### config.mk
export PLATFORM = sky130hd
export DESIGN_NAME = adc_conv_host
export DESIGN_NICKNAME = d
export VERILOG_FILES = /design/src/rtl/adc_host_pkg.sv /design/src/rtl/adc_host_sync.sv /design/src/rtl/adc_host_timer.sv /design/src/rtl/adc_host_result.sv /design/src/rtl/adc_conv_host.sv
export SDC_FILE = /design/constraint.sdc
export NUM_CORES = 1
export LEC_CHECK = 0
export ABC_AREA = 1
export BUFFER_PORTS_ARGS = -buffer_cell sky130_fd_sc_hd__buf_4
export CAP_MARGIN = 5
export CORE_MARGIN = 1.5
export CORE_UTILIZATION = 51
export DETAILED_ROUTE_END_ITERATION = 16
export GPL_TIMING_DRIVEN = 0
export PLACE_DENSITY = 0.74
export SLEW_MARGIN = 20
export SYNTH_ARGS = -nofsm -noshare
export SYNTH_HDL_FRONTEND = slang
export SYNTH_HIERARCHICAL = 1
export SYNTH_SLANG_ARGS = --single-unit
### constraint.sdc
create_clock -name clk -period 3.7 [get_ports clk]
set_input_delay 0.37 -clock clk [delete_from_list [all_inputs] [get_ports clk]]
set_output_delay 0.37 -clock clk [all_outputs]
set_load 0.05 [all_outputs]
### src/rtl/adc_host_pkg.sv
package adc_host_pkg;

  typedef enum logic [2:0] {
    HS_IDLE,
    HS_SETUP,
    HS_WRITE,
    HS_WAIT,
    HS_READ,
    HS_HOLD
  } host_state_e;

  // Round a nanosecond interval up to whole clock cycles, never below one.
  function automatic int unsigned ns_to_cyc(input int unsigned ns, input int unsigned per);
    int unsigned c;
    c = (ns + per - 1) / per;
    return (c == 0) ? 1 : c;
  endfunction

  function automatic int unsigned max2(input int unsigned a, input int unsigned b);
    return (a > b) ? a : b;
  endfunction

endpackage

### src/rtl/adc_host_sync.sv
module adc_host_sync #(
  parameter int unsigned STAGES  = 2,
  parameter logic        RST_VAL = 1'b1
) (
  input  logic clk,
  input  logic rst_n,
  input  logic d_i,
  output logic q_o
);

  logic [STAGES-1:0] chain_q;

  for (genvar i = 0; i < STAGES; i++) begin : g_stage
    if (i == 0) begin : g_first
      always_ff @(posedge clk or negedge rst_n) begin
        if (!rst_n) chain_q[0] <= RST_VAL;
        else        chain_q[0] <= d_i;
      end
    end else begin : g_next
      always_ff @(posedge clk or negedge rst_n) begin
        if (!rst_n) chain_q[i] <= RST_VAL;
        else        chain_q[i] <= chain_q[i-1];
      end
    end
  end

  assign q_o = chain_q[STAGES-1];

endmodule

### src/rtl/adc_host_timer.sv
module adc_host_timer #(
  parameter int unsigned W = 9
) (
  input  logic         clk,
  input  logic         rst_n,
  input  logic         load_i,
  input  logic [W-1:0] load_val_i,
  output logic         zero_o
);

  logic [W-1:0] cnt_q;

  always_ff @(posedge clk or negedge rst_n) begin
    if (!rst_n)              cnt_q <= '0;
    else if (load_i)         cnt_q <= load_val_i;
    else if (cnt_q != '0)    cnt_q <= cnt_q - 1'b1;
  end

  assign zero_o = (cnt_q == '0);

endmodule

### src/rtl/adc_host_result.sv
module adc_host_result #(
  parameter int unsigned DW = 8
) (
  input  logic          clk,
  input  logic          rst_n,
  input  logic          cap_i,
  input  logic [DW-1:0] bus_i,
  output logic          valid_o,
  output logic [DW-1:0] data_o
);

  always_ff @(posedge clk or negedge rst_n) begin
    if (!rst_n) begin
      valid_o <= 1'b0;
      data_o  <= '0;
    end else begin
      valid_o <= cap_i;
      if (cap_i) data_o <= bus_i;
    end
  end

  // a result beat lasts a single cycle
  p_valid_pulse_r6: assert property (@(posedge clk) disable iff (!rst_n)
    valid_o |=> !valid_o);

endmodule

### src/rtl/adc_conv_host.sv
module adc_conv_host
  import adc_host_pkg::*;
#(
  parameter int unsigned CLK_PERIOD_NS = 5,
  parameter int unsigned WR_LOW_NS     = 600,
  parameter int unsigned FAST_WAIT_NS  = 600,
  parameter int unsigned ACCESS_NS     = 50,
  parameter int unsigned TIMEOUT_NS    = 2000,
  parameter int unsigned SYNC_STAGES   = 2,
  parameter int unsigned DW            = 8
) (
  input  logic          clk,
  input  logic          rst_n,
  input  logic          start_i,
  input  logic          fast_pol_i,
  input  logic          cvt_int_n_i,
  input  logic [DW-1:0] cvt_data_i,
  output logic          cvt_cs_n_o,
  output logic          cvt_wr_n_o,
  output logic          cvt_rd_n_o,
  output logic          busy_o,
  output logic          res_valid_o,
  output logic [DW-1:0] res_data_o,
  output logic          timeout_err_o
);

  localparam int unsigned WR_CYC   = ns_to_cyc(WR_LOW_NS,    CLK_PERIOD_NS);
  localparam int unsigned FAST_CYC = ns_to_cyc(FAST_WAIT_NS, CLK_PERIOD_NS);
  localparam int unsigned ACC_CYC  = ns_to_cyc(ACCESS_NS,    CLK_PERIOD_NS);
  localparam int unsigned TO_CYC   = ns_to_cyc(TIMEOUT_NS,   CLK_PERIOD_NS);
  localparam int unsigned MAX_CYC  = max2(max2(WR_CYC, FAST_CYC), max2(ACC_CYC, TO_CYC));
  localparam int unsigned CW       = $clog2(MAX_CYC + 1);

  host_state_e   st_q, st_d;
  logic          pol_q;
  logic          int_n_s;
  logic          tmr_load;
  logic [CW-1:0] tmr_val;
  logic          tmr_zero;
  logic          cap;
  logic          err_d;

  adc_host_sync #(.STAGES(SYNC_STAGES), .RST_VAL(1'b1)) u_int_sync (
    .clk   (clk),
    .rst_n (rst_n),
    .d_i   (cvt_int_n_i),
    .q_o   (int_n_s)
  );

  adc_host_timer #(.W(CW)) u_timer (
    .clk        (clk),
    .rst_n      (rst_n),
    .load_i     (tmr_load),
    .load_val_i (tmr_val),
    .zero_o     (tmr_zero)
  );

  adc_host_result #(.DW(DW)) u_result (
    .clk     (clk),
    .rst_n   (rst_n),
    .cap_i   (cap),
    .bus_i   (cvt_data_i),
    .valid_o (res_valid_o),
    .data_o  (res_data_o)
  );

  always_comb begin
    st_d     = st_q;
    tmr_load = 1'b0;
    tmr_val  = '0;
    cap      = 1'b0;
    err_d    = 1'b0;
    unique case (st_q)
      HS_IDLE:  if (start_i) st_d = HS_SETUP;
      HS_SETUP: begin
        st_d     = HS_WRITE;
        tmr_load = 1'b1;
        tmr_val  = CW'(WR_CYC - 1);
      end
      HS_WRITE: if (tmr_zero) begin
        st_d     = HS_WAIT;
        tmr_load = 1'b1;
        tmr_val  = pol_q ? CW'(FAST_CYC - 1) : CW'(TO_CYC - 1);
      end
      HS_WAIT: begin
        if (!pol_q && !int_n_s) begin
          st_d     = HS_READ;
          tmr_load = 1'b1;
          tmr_val  = CW'(ACC_CYC - 1);
        end else if (tmr_zero) begin
          if (pol_q) begin
            st_d     = HS_READ;
            tmr_load = 1'b1;
            tmr_val  = CW'(ACC_CYC - 1);
          end else begin
            st_d  = HS_HOLD;
            err_d = 1'b1;
          end
        end
      end
      HS_READ: if (tmr_zero) begin
        st_d = HS_HOLD;
        cap  = 1'b1;
      end
      HS_HOLD: st_d = HS_IDLE;
      default: st_d = HS_IDLE;
    endcase
  end

  always_ff @(posedge clk or negedge rst_n) begin
    if (!rst_n) begin
      st_q          <= HS_IDLE;
      pol_q         <= 1'b0;
      cvt_cs_n_o    <= 1'b1;
      cvt_wr_n_o    <= 1'b1;
      cvt_rd_n_o    <= 1'b1;
      busy_o        <= 1'b0;
      timeout_err_o <= 1'b0;
    end else begin
      st_q          <= st_d;
      if (st_q == HS_IDLE && start_i) pol_q <= fast_pol_i;
      cvt_cs_n_o    <= (st_d == HS_IDLE);
      cvt_wr_n_o    <= (st_d != HS_WRITE);
      cvt_rd_n_o    <= (st_d != HS_READ);
      busy_o        <= (st_d != HS_IDLE);
      timeout_err_o <= err_d;
    end
  end

  // Observation counters for the timing properties below.
  localparam logic [CW:0] WR_CMP   = (CW+1)'(WR_CYC);
  localparam logic [CW:0] FAST_CMP = (CW+1)'(FAST_CYC);
  localparam logic [CW:0] TO_CMP   = (CW+1)'(TO_CYC);

  logic [CW:0] wr_low_q;
  logic [CW:0] gap_q;

  always_ff @(posedge clk or negedge rst_n) begin
    if (!rst_n) begin
      wr_low_q <= '0;
      gap_q    <= '0;
    end else begin
      if (!cvt_wr_n_o) begin
        if (wr_low_q != '1) wr_low_q <= wr_low_q + 1'b1;
        gap_q <= '0;
      end else begin
        wr_low_q <= '0;
        if (gap_q != '1) gap_q <= gap_q + 1'b1;
      end
    end
  end

  // the write strobe lasts exactly its derived cycle count
  p_wr_width_r2: assert property (@(posedge clk) disable iff (!rst_n)
    $rose(cvt_wr_n_o) |-> (wr_low_q == WR_CMP));

  // write and read never overlap
  p_no_overlap_r3: assert property (@(posedge clk) disable iff (!rst_n)
    !(!cvt_wr_n_o && !cvt_rd_n_o));

  // strobes only inside chip select
  p_strobe_in_cs_r3: assert property (@(posedge clk) disable iff (!rst_n)
    (!cvt_wr_n_o || !cvt_rd_n_o) |-> !cvt_cs_n_o);

  // fast policy reads a fixed gap after write release
  p_fast_gap_r4: assert property (@(posedge clk) disable iff (!rst_n)
    ($fell(cvt_rd_n_o) && pol_q) |-> (gap_q == FAST_CMP));

  // abort comes exactly at the end of the timeout window
  p_tmo_window_r7: assert property (@(posedge clk) disable iff (!rst_n)
    $rose(timeout_err_o) |-> (gap_q == TO_CMP));

  // an abort never produces a result beat
  p_err_no_result_r7: assert property (@(posedge clk) disable iff (!rst_n)
    timeout_err_o |-> !res_valid_o);

  // chip select is only active while busy
  p_busy_cover_r8: assert property (@(posedge clk) disable iff (!rst_n)
    !cvt_cs_n_o |-> busy_o);

endmodule

; Word level (Yosys, flattened, before mapping)
; Index checks and enable logic that the tools add are counted.
[totals]
regBits = 29
out_inout_bits = 14
input_bits = 13
elab_cells = 54
[classes]
addsub = 1
mux = 25
eq_ne = 6
n_reduce_logical = 10
[ops]
columns = operator, count
row1 = $mux 9, 4
row2 = $pmux 9 s3, 1
row3 = $mux 3, 5
row4 = $pmux 3 s5, 1
row5 = $mux 4, 3
row6 = $mux 1, 10
row7 = $logic_not 9->1, 1
row8 = $reduce_bool 9->1, 1
row9 = $sub 9x1->9 const B, 1
row10 = $eq 3x2->1 const B, 2
row11 = $logic_not 3->1, 2
row12 = $eq 3x1->1 const B, 1
row13 = $eq 3x3->1 const B, 1
row14 = $ne 3x2->1 const B, 1
row15 = $ne 3x3->1 const B, 1
row16 = $pmux 1 s3, 1
row17 = $reduce_bool 3->1, 1
row18 = $logic_and 1x1->1, 2
row19 = $logic_not 1->1, 2
row20 = $reduce_bool 2->1, 1

; Logic depth before layout (Yosys ltp)
[depth]
word_depth = 5
ltp_mapped = 15
ltp_nobuf = 15

; Hierarchy
; Netlist, hierarchy kept.
[by_module_without_submodules]
columns = module, seq_area_each_um2, area_per_inst_um2, cells_each, n_inst
row1 = adc_host_timer, 225.2, 608.1, 90, 1
row2 = adc_conv_host, 229.0, 461.7, 61, 1
row3 = adc_host_result, 225.2, 330.3, 35, 1
row4 = adc_host_sync, 52.6, 52.6, 2, 1

; Worst setup path after synthesis
; No wires, ideal clock.
[synth_timing]
path_type = register -> register
startpoint = reg u_timer.cnt_q[0]
endpoint = reg u_timer.cnt_q[1]
path_slack_ps = 1600
period_less_slack_ps = 2100
t_required_ps = 3583
t_arrival_ps = 1983
path_buffers = 1
setup_time_ps = 117
stages_incl_launch_ff = 15
path_cell_list = dfrtp_1 inv_2 ha_1 nand2_2 nor2_4 nand2_1 inv_1 nand2_1 nand2_1 nand2_1 nand3_1 clkbuf_1 o21ai_0 nand2_1 o21ai_2
[synth_via]
elab_chain_len = 5
elab_cells_between_ends = 14
classes_between = add/sub: 1 / mux: 10 / reduce/logical: 3
[synth_rtl]
columns = element, line_no
row1 = "start, declared", adc_host_timer.sv:11  ; logic [W-1:0] cnt_q;
row2 = "start signal, assigned", adc_host_timer.sv:15  ; else if (load_i) cnt_q <= load_val_i;
row3 = "start signal, assigned", adc_host_timer.sv:16  ; else if (cnt_q != '0) cnt_q <= cnt_q - 1'b1;
row4 = $logic_not 9->1 *, adc_host_timer.sv:19  ; assign zero_o = (cnt_q == '0);
row5 = net tmr_zero, adc_conv_host.sv:39  ; logic tmr_zero;
row6 = $mux 1, adc_conv_host.sv:90  ; end else if (tmr_zero) begin
row7 = $mux 1, adc_conv_host.sv:86  ; if (!pol_q && !int_n_s) begin
row8 = $pmux 1 s3 *, adc_conv_host.sv:73  ; unique case (st_q)
row9 = net tmr_load, adc_conv_host.sv:37  ; logic tmr_load;
row10 = $mux 9 or $reduce_bool 2->1 (tied branches), -
; Mark *: on every way through the listed nets, which the timed path passes. The rest lies on a longest branch. The select of a mux whose other input is x is not followed.
; A chain may end at the register's enable or synchronous reset.

; Worst setup path after layout
; Same ends and word-level chain as after synthesis.

==> summary.txt <==
Placed design
  • GP Congestion: 0.899
  • # port buffers: 26
  • Dpl hpwl: 2120 microns
  • Area after DPL: 0.00169 sq mm

Timing
  • Final setup vio count: 0
  • Final worst path period share: 0.677
  • Worst Max-Slew Pin Slew: 0.392 ns
  • Tmin final: 2.51 ns
  • Final TNS setup: 0 ns
  • Worst clock skew: 0.00572 ns
  • Max Slew Vio Count: 0
  • F_max: 399 MHz
  • Relative slew slack: 0.738
  • Final Hold Vio Count: 0
  • Unrepaired setup endpoints after global routing: no

Synthesis
  • Main synth FF type: dfrtp_1
  • Top cells by count, synth: nand2_1, dfrtp_1, nor2_1, inv_1, nand3_1
  • Largest area contributor in the netlist: dfrtp_1
  • Post-Syn Instances: 188
  • Post-synth top area share: 0.413
  • Largest cells by area after synthesis: dfrtp_1, nand2_1, dfstp_2
  • Ys Warns: 6
  • Asr flop ratio synth: 1.00
  • Mapped cell area: 0.00145 sq mm
  • Register bit total from synthesis: 29
  • Mean Syn Cell Area: 7.73 sq um
  • EDFF count, synth: 0
  • Synth cell types: 23
  • Sequential share of the synthesized area: 0.504
  • Count leader, synth: nand2_1
  • Syn Nets: 202

Worst setup path
  • CP startpoint kind: flop
  • Reg2Reg Depth: 14
  • Critical Path AT: 2.72 ns
  • Slack of the worst reg-to-reg path: 1.19 ns
  • Crit Reg-Reg Endpoint: u_timer/cnt_q[1]$_DFFE_PN0P_
  • Setup Crit Path Kind: reg2reg
  • R2R Path Start: u_timer/cnt_q[0]$_DFFE_PN0P_
  • Setup crit end kind: flop
  • Critical path required time: 3.92 ns
  • Max FO, Critical Path: 10

Clock network
  • CTS Root Cell: clkbuf_4
  • Clock transition at path regs: 0.09 ns
  • Worst-Skew Late Latency: 0.32 ns
  • Post-CTS Setup Repair Bufs: 0
  • Number of clock sinks: 29
  • # H-tree levels: 2
  • CTS Buffer Depth: 2
  • CTS tree: yes
  • Post-CTS sizing: 0
  • Cts-stage hold buffer count: 1
  • TritonCTS Buffers: 5

Pwr
  • Design Power: 0.583 mW
  • Sequential fraction of design power: 0.547
  • Comb power frac: 0.029
  • Maximum vdd ir drop: 271 uV
  • Leak pwr: 0.943 nW
  • Power Dens Cells: 329 mW/mm^2
  • Cell internal pwr: 0.469 mW
  • Net Sw Frac: 0.196
  • Psw: 0.114 mW
  • Clock power frac: 0.424

Floorplanning
  • DIE WIDTH: 56.4 microns
  • Die area: 0.00318 sq mm
  • IO Pins: 27
  • Placement Rows: 19
  • Chip height: 56.4 microns
  • Core Area: 0.00273 sq mm
  • Starting Density: 0.531

Final layout
  • Diode count: 0
  • Share of layout cells above drive strength 1: 0.251
  • Area Growth Syn to Fin: 22.0%
  • Fin area: 0.00177 sq mm
  • Final-stage net count: 236

Global routing
  • Vias in the first global route: 1197
  • GR Util All Layers: 0.200
  • Global-route wire length before repair: 4930 microns
  • Gr ovfl total: 0
  • Initial antenna violation count: 0
  • Largest net degree at the start of global routing: 30

Min path
  • Hold path depth: 1
  • Hold Crit Start: cvt_int_n_i
  • WHS Endpoint: u_int_sync/chain_q[0]$_DFF_PN1_
  • Hold WC Path Type: in2reg

Detailed routing
  • Initial DRC Count: 42
  • DR WL/cell: 11.0 microns
  • Final WL: 2790 microns
  • Routed vias/inst: 5.01
  • Via count: 1273
  • Routed Antenna Nets: 0
  • 1st-pass router iterations: 4
  • DRC violations left: 0

Run
  • Max-cap check violation count: 0

Outcome
  • Status: finished clean
cell usage in the layout, fill, tap and decap left out:
cell type	n
nand2_1	71
buf_4	26
dfrtp_1	24
nor2_1	21
inv_1	18
nand3_1	14
o21ai_0	7
inv_2	6
clkbuf_4	5
dfstp_2	5
nand3_2	3
o21ai_1	3
a21oi_1	2
clkbuf_1	2
nor2_4	2
o21ai_2	2
nor2_2	1
nor3_1	1
clkinv_2	1
bufinv_16	1
dlygate4sd3_1	1
buf_6	1
nand2_2	1
nand3_4	1
xnor2_1	1
nand3b_1	1
or2_2	1
ha_1	1
routing by layer:
metal | GRT usage | vias to the layer above | wire (microns)
met2 | 0.331 | 42 | 1320
met4 | 0.0952 | 0 | 76
met3 | 0.0691 | 13 | 154
met1 | 0.233 | 570 | 1230
met5 | 0 | - | 0
li1 | - | 648 | -
cells by family (layout without fill, tap and decap cells):
group / Yosys count / in the layout / share of synthesized area
AO/OA/AOI/OAI: 14 / 14 / 0.0534
XOR/XNOR: 1 / 1 / 0.00603
adder cells (fa/ha/maj): 1 / 1 / 0.00861
buffers and inverters: 26 / 61 / 0.0723
flip-flops: 29 / 29 / 0.504
AND/OR/NAND/NOR: 117 / 117 / 0.356
final cells by class:
| cell class | instances | area, sq um |
|---|---|---|
| plain buffers | 2 | 15.0 |
| clock buffers | 6 | 41.3 |
| clock inverters | 2 | 35.0 |
| fillers | 248 | 961 |
| inverters | 24 | 90.1 |
| multi-input cells | 133 | 616 |
| flip-flops and latches | 29 | 732 |
| well taps | 31 | 38.8 |
| repair buffers | 27 | 205 |
power groups by stage:
stage          sequential (mW)  clock, mW  combinational, mW
2_1_floorplan            0.325          0           0.000523
3_3_place_gp             0.325          0             0.0159
3_5_place_dp             0.325          0             0.0164
4_1_cts                  0.319      0.257             0.0172
5_1_grt                  0.319      0.268             0.0188
6_report                 0.319      0.247             0.0166
per-stage QoR:
stage / worst slack, ns / cells / utilization / hold WS, ns
after global placement: 1.34 / 245 / 0.617 / 0.306
after detailed placement: 1.25 / 245 / 0.617 / 0.313
final: 1.19 / 254 / 0.649 / 0.147
after floorplan: 1.60 / 188 / - / 0.0744
after CTS: 1.23 / 254 / 0.649 / 0.125
after global routing: 0.996 / 254 / 0.649 / 0.113
worst max path at each step:
stage | start | to | slack [ns] | cells after the start
floorplan | u_timer/cnt_q[0]$_DFFE_PN0P_ | u_timer/cnt_q[1]$_DFFE_PN0P_ | 1.60 | 14
global placement | u_timer/cnt_q[0]$_DFFE_PN0P_ | u_timer/cnt_q[1]$_DFFE_PN0P_ | 1.34 | 14
detailed placement | u_timer/cnt_q[0]$_DFFE_PN0P_ | u_timer/cnt_q[0]$_DFFE_PN0P_ | 1.25 | 14
CTS | u_timer/cnt_q[0]$_DFFE_PN0P_ | u_timer/cnt_q[0]$_DFFE_PN0P_ | 1.23 | 14
global route | u_timer/cnt_q[0]$_DFFE_PN0P_ | u_timer/cnt_q[1]$_DFFE_PN0P_ | 1.0 | 14
finish | u_timer/cnt_q[0]$_DFFE_PN0P_ | u_timer/cnt_q[1]$_DFFE_PN0P_ | 1.19 | 14
worst max-delay path: stages (launching register included):
cell,delay (ns)
dfrtp_1,0.41
inv_2,0.09
ha_1,0.28
nand2_2,0.11
nor2_4,0.18
nand2_1,0.07
inv_1,0.14
nand2_1,0.12
nand2_1,0.10
nand2_1,0.07
nand3_1,0.16
clkbuf_1,0.35
o21ai_0,0.16
nand2_1,0.10
o21ai_2,0.05
flip-flops by register name, indices dropped and copies added (netlist names):
| signal | cells |
|---|---|
| busy_o | 1 |
| u_int_sync/q_o | 1 |
| cvt_wr_n_o | 1 |
| timeout_err_o | 1 |
| pol_q | 1 |
| st_q | 3 |
| u_result/valid_o | 1 |
| cvt_cs_n_o | 1 |
| cvt_rd_n_o | 1 |
| u_result/data_o | 8 |
| u_int_sync/chain_q | 1 |
| u_timer/cnt_q | 9 |
Power figures use the tool's default switching activity.
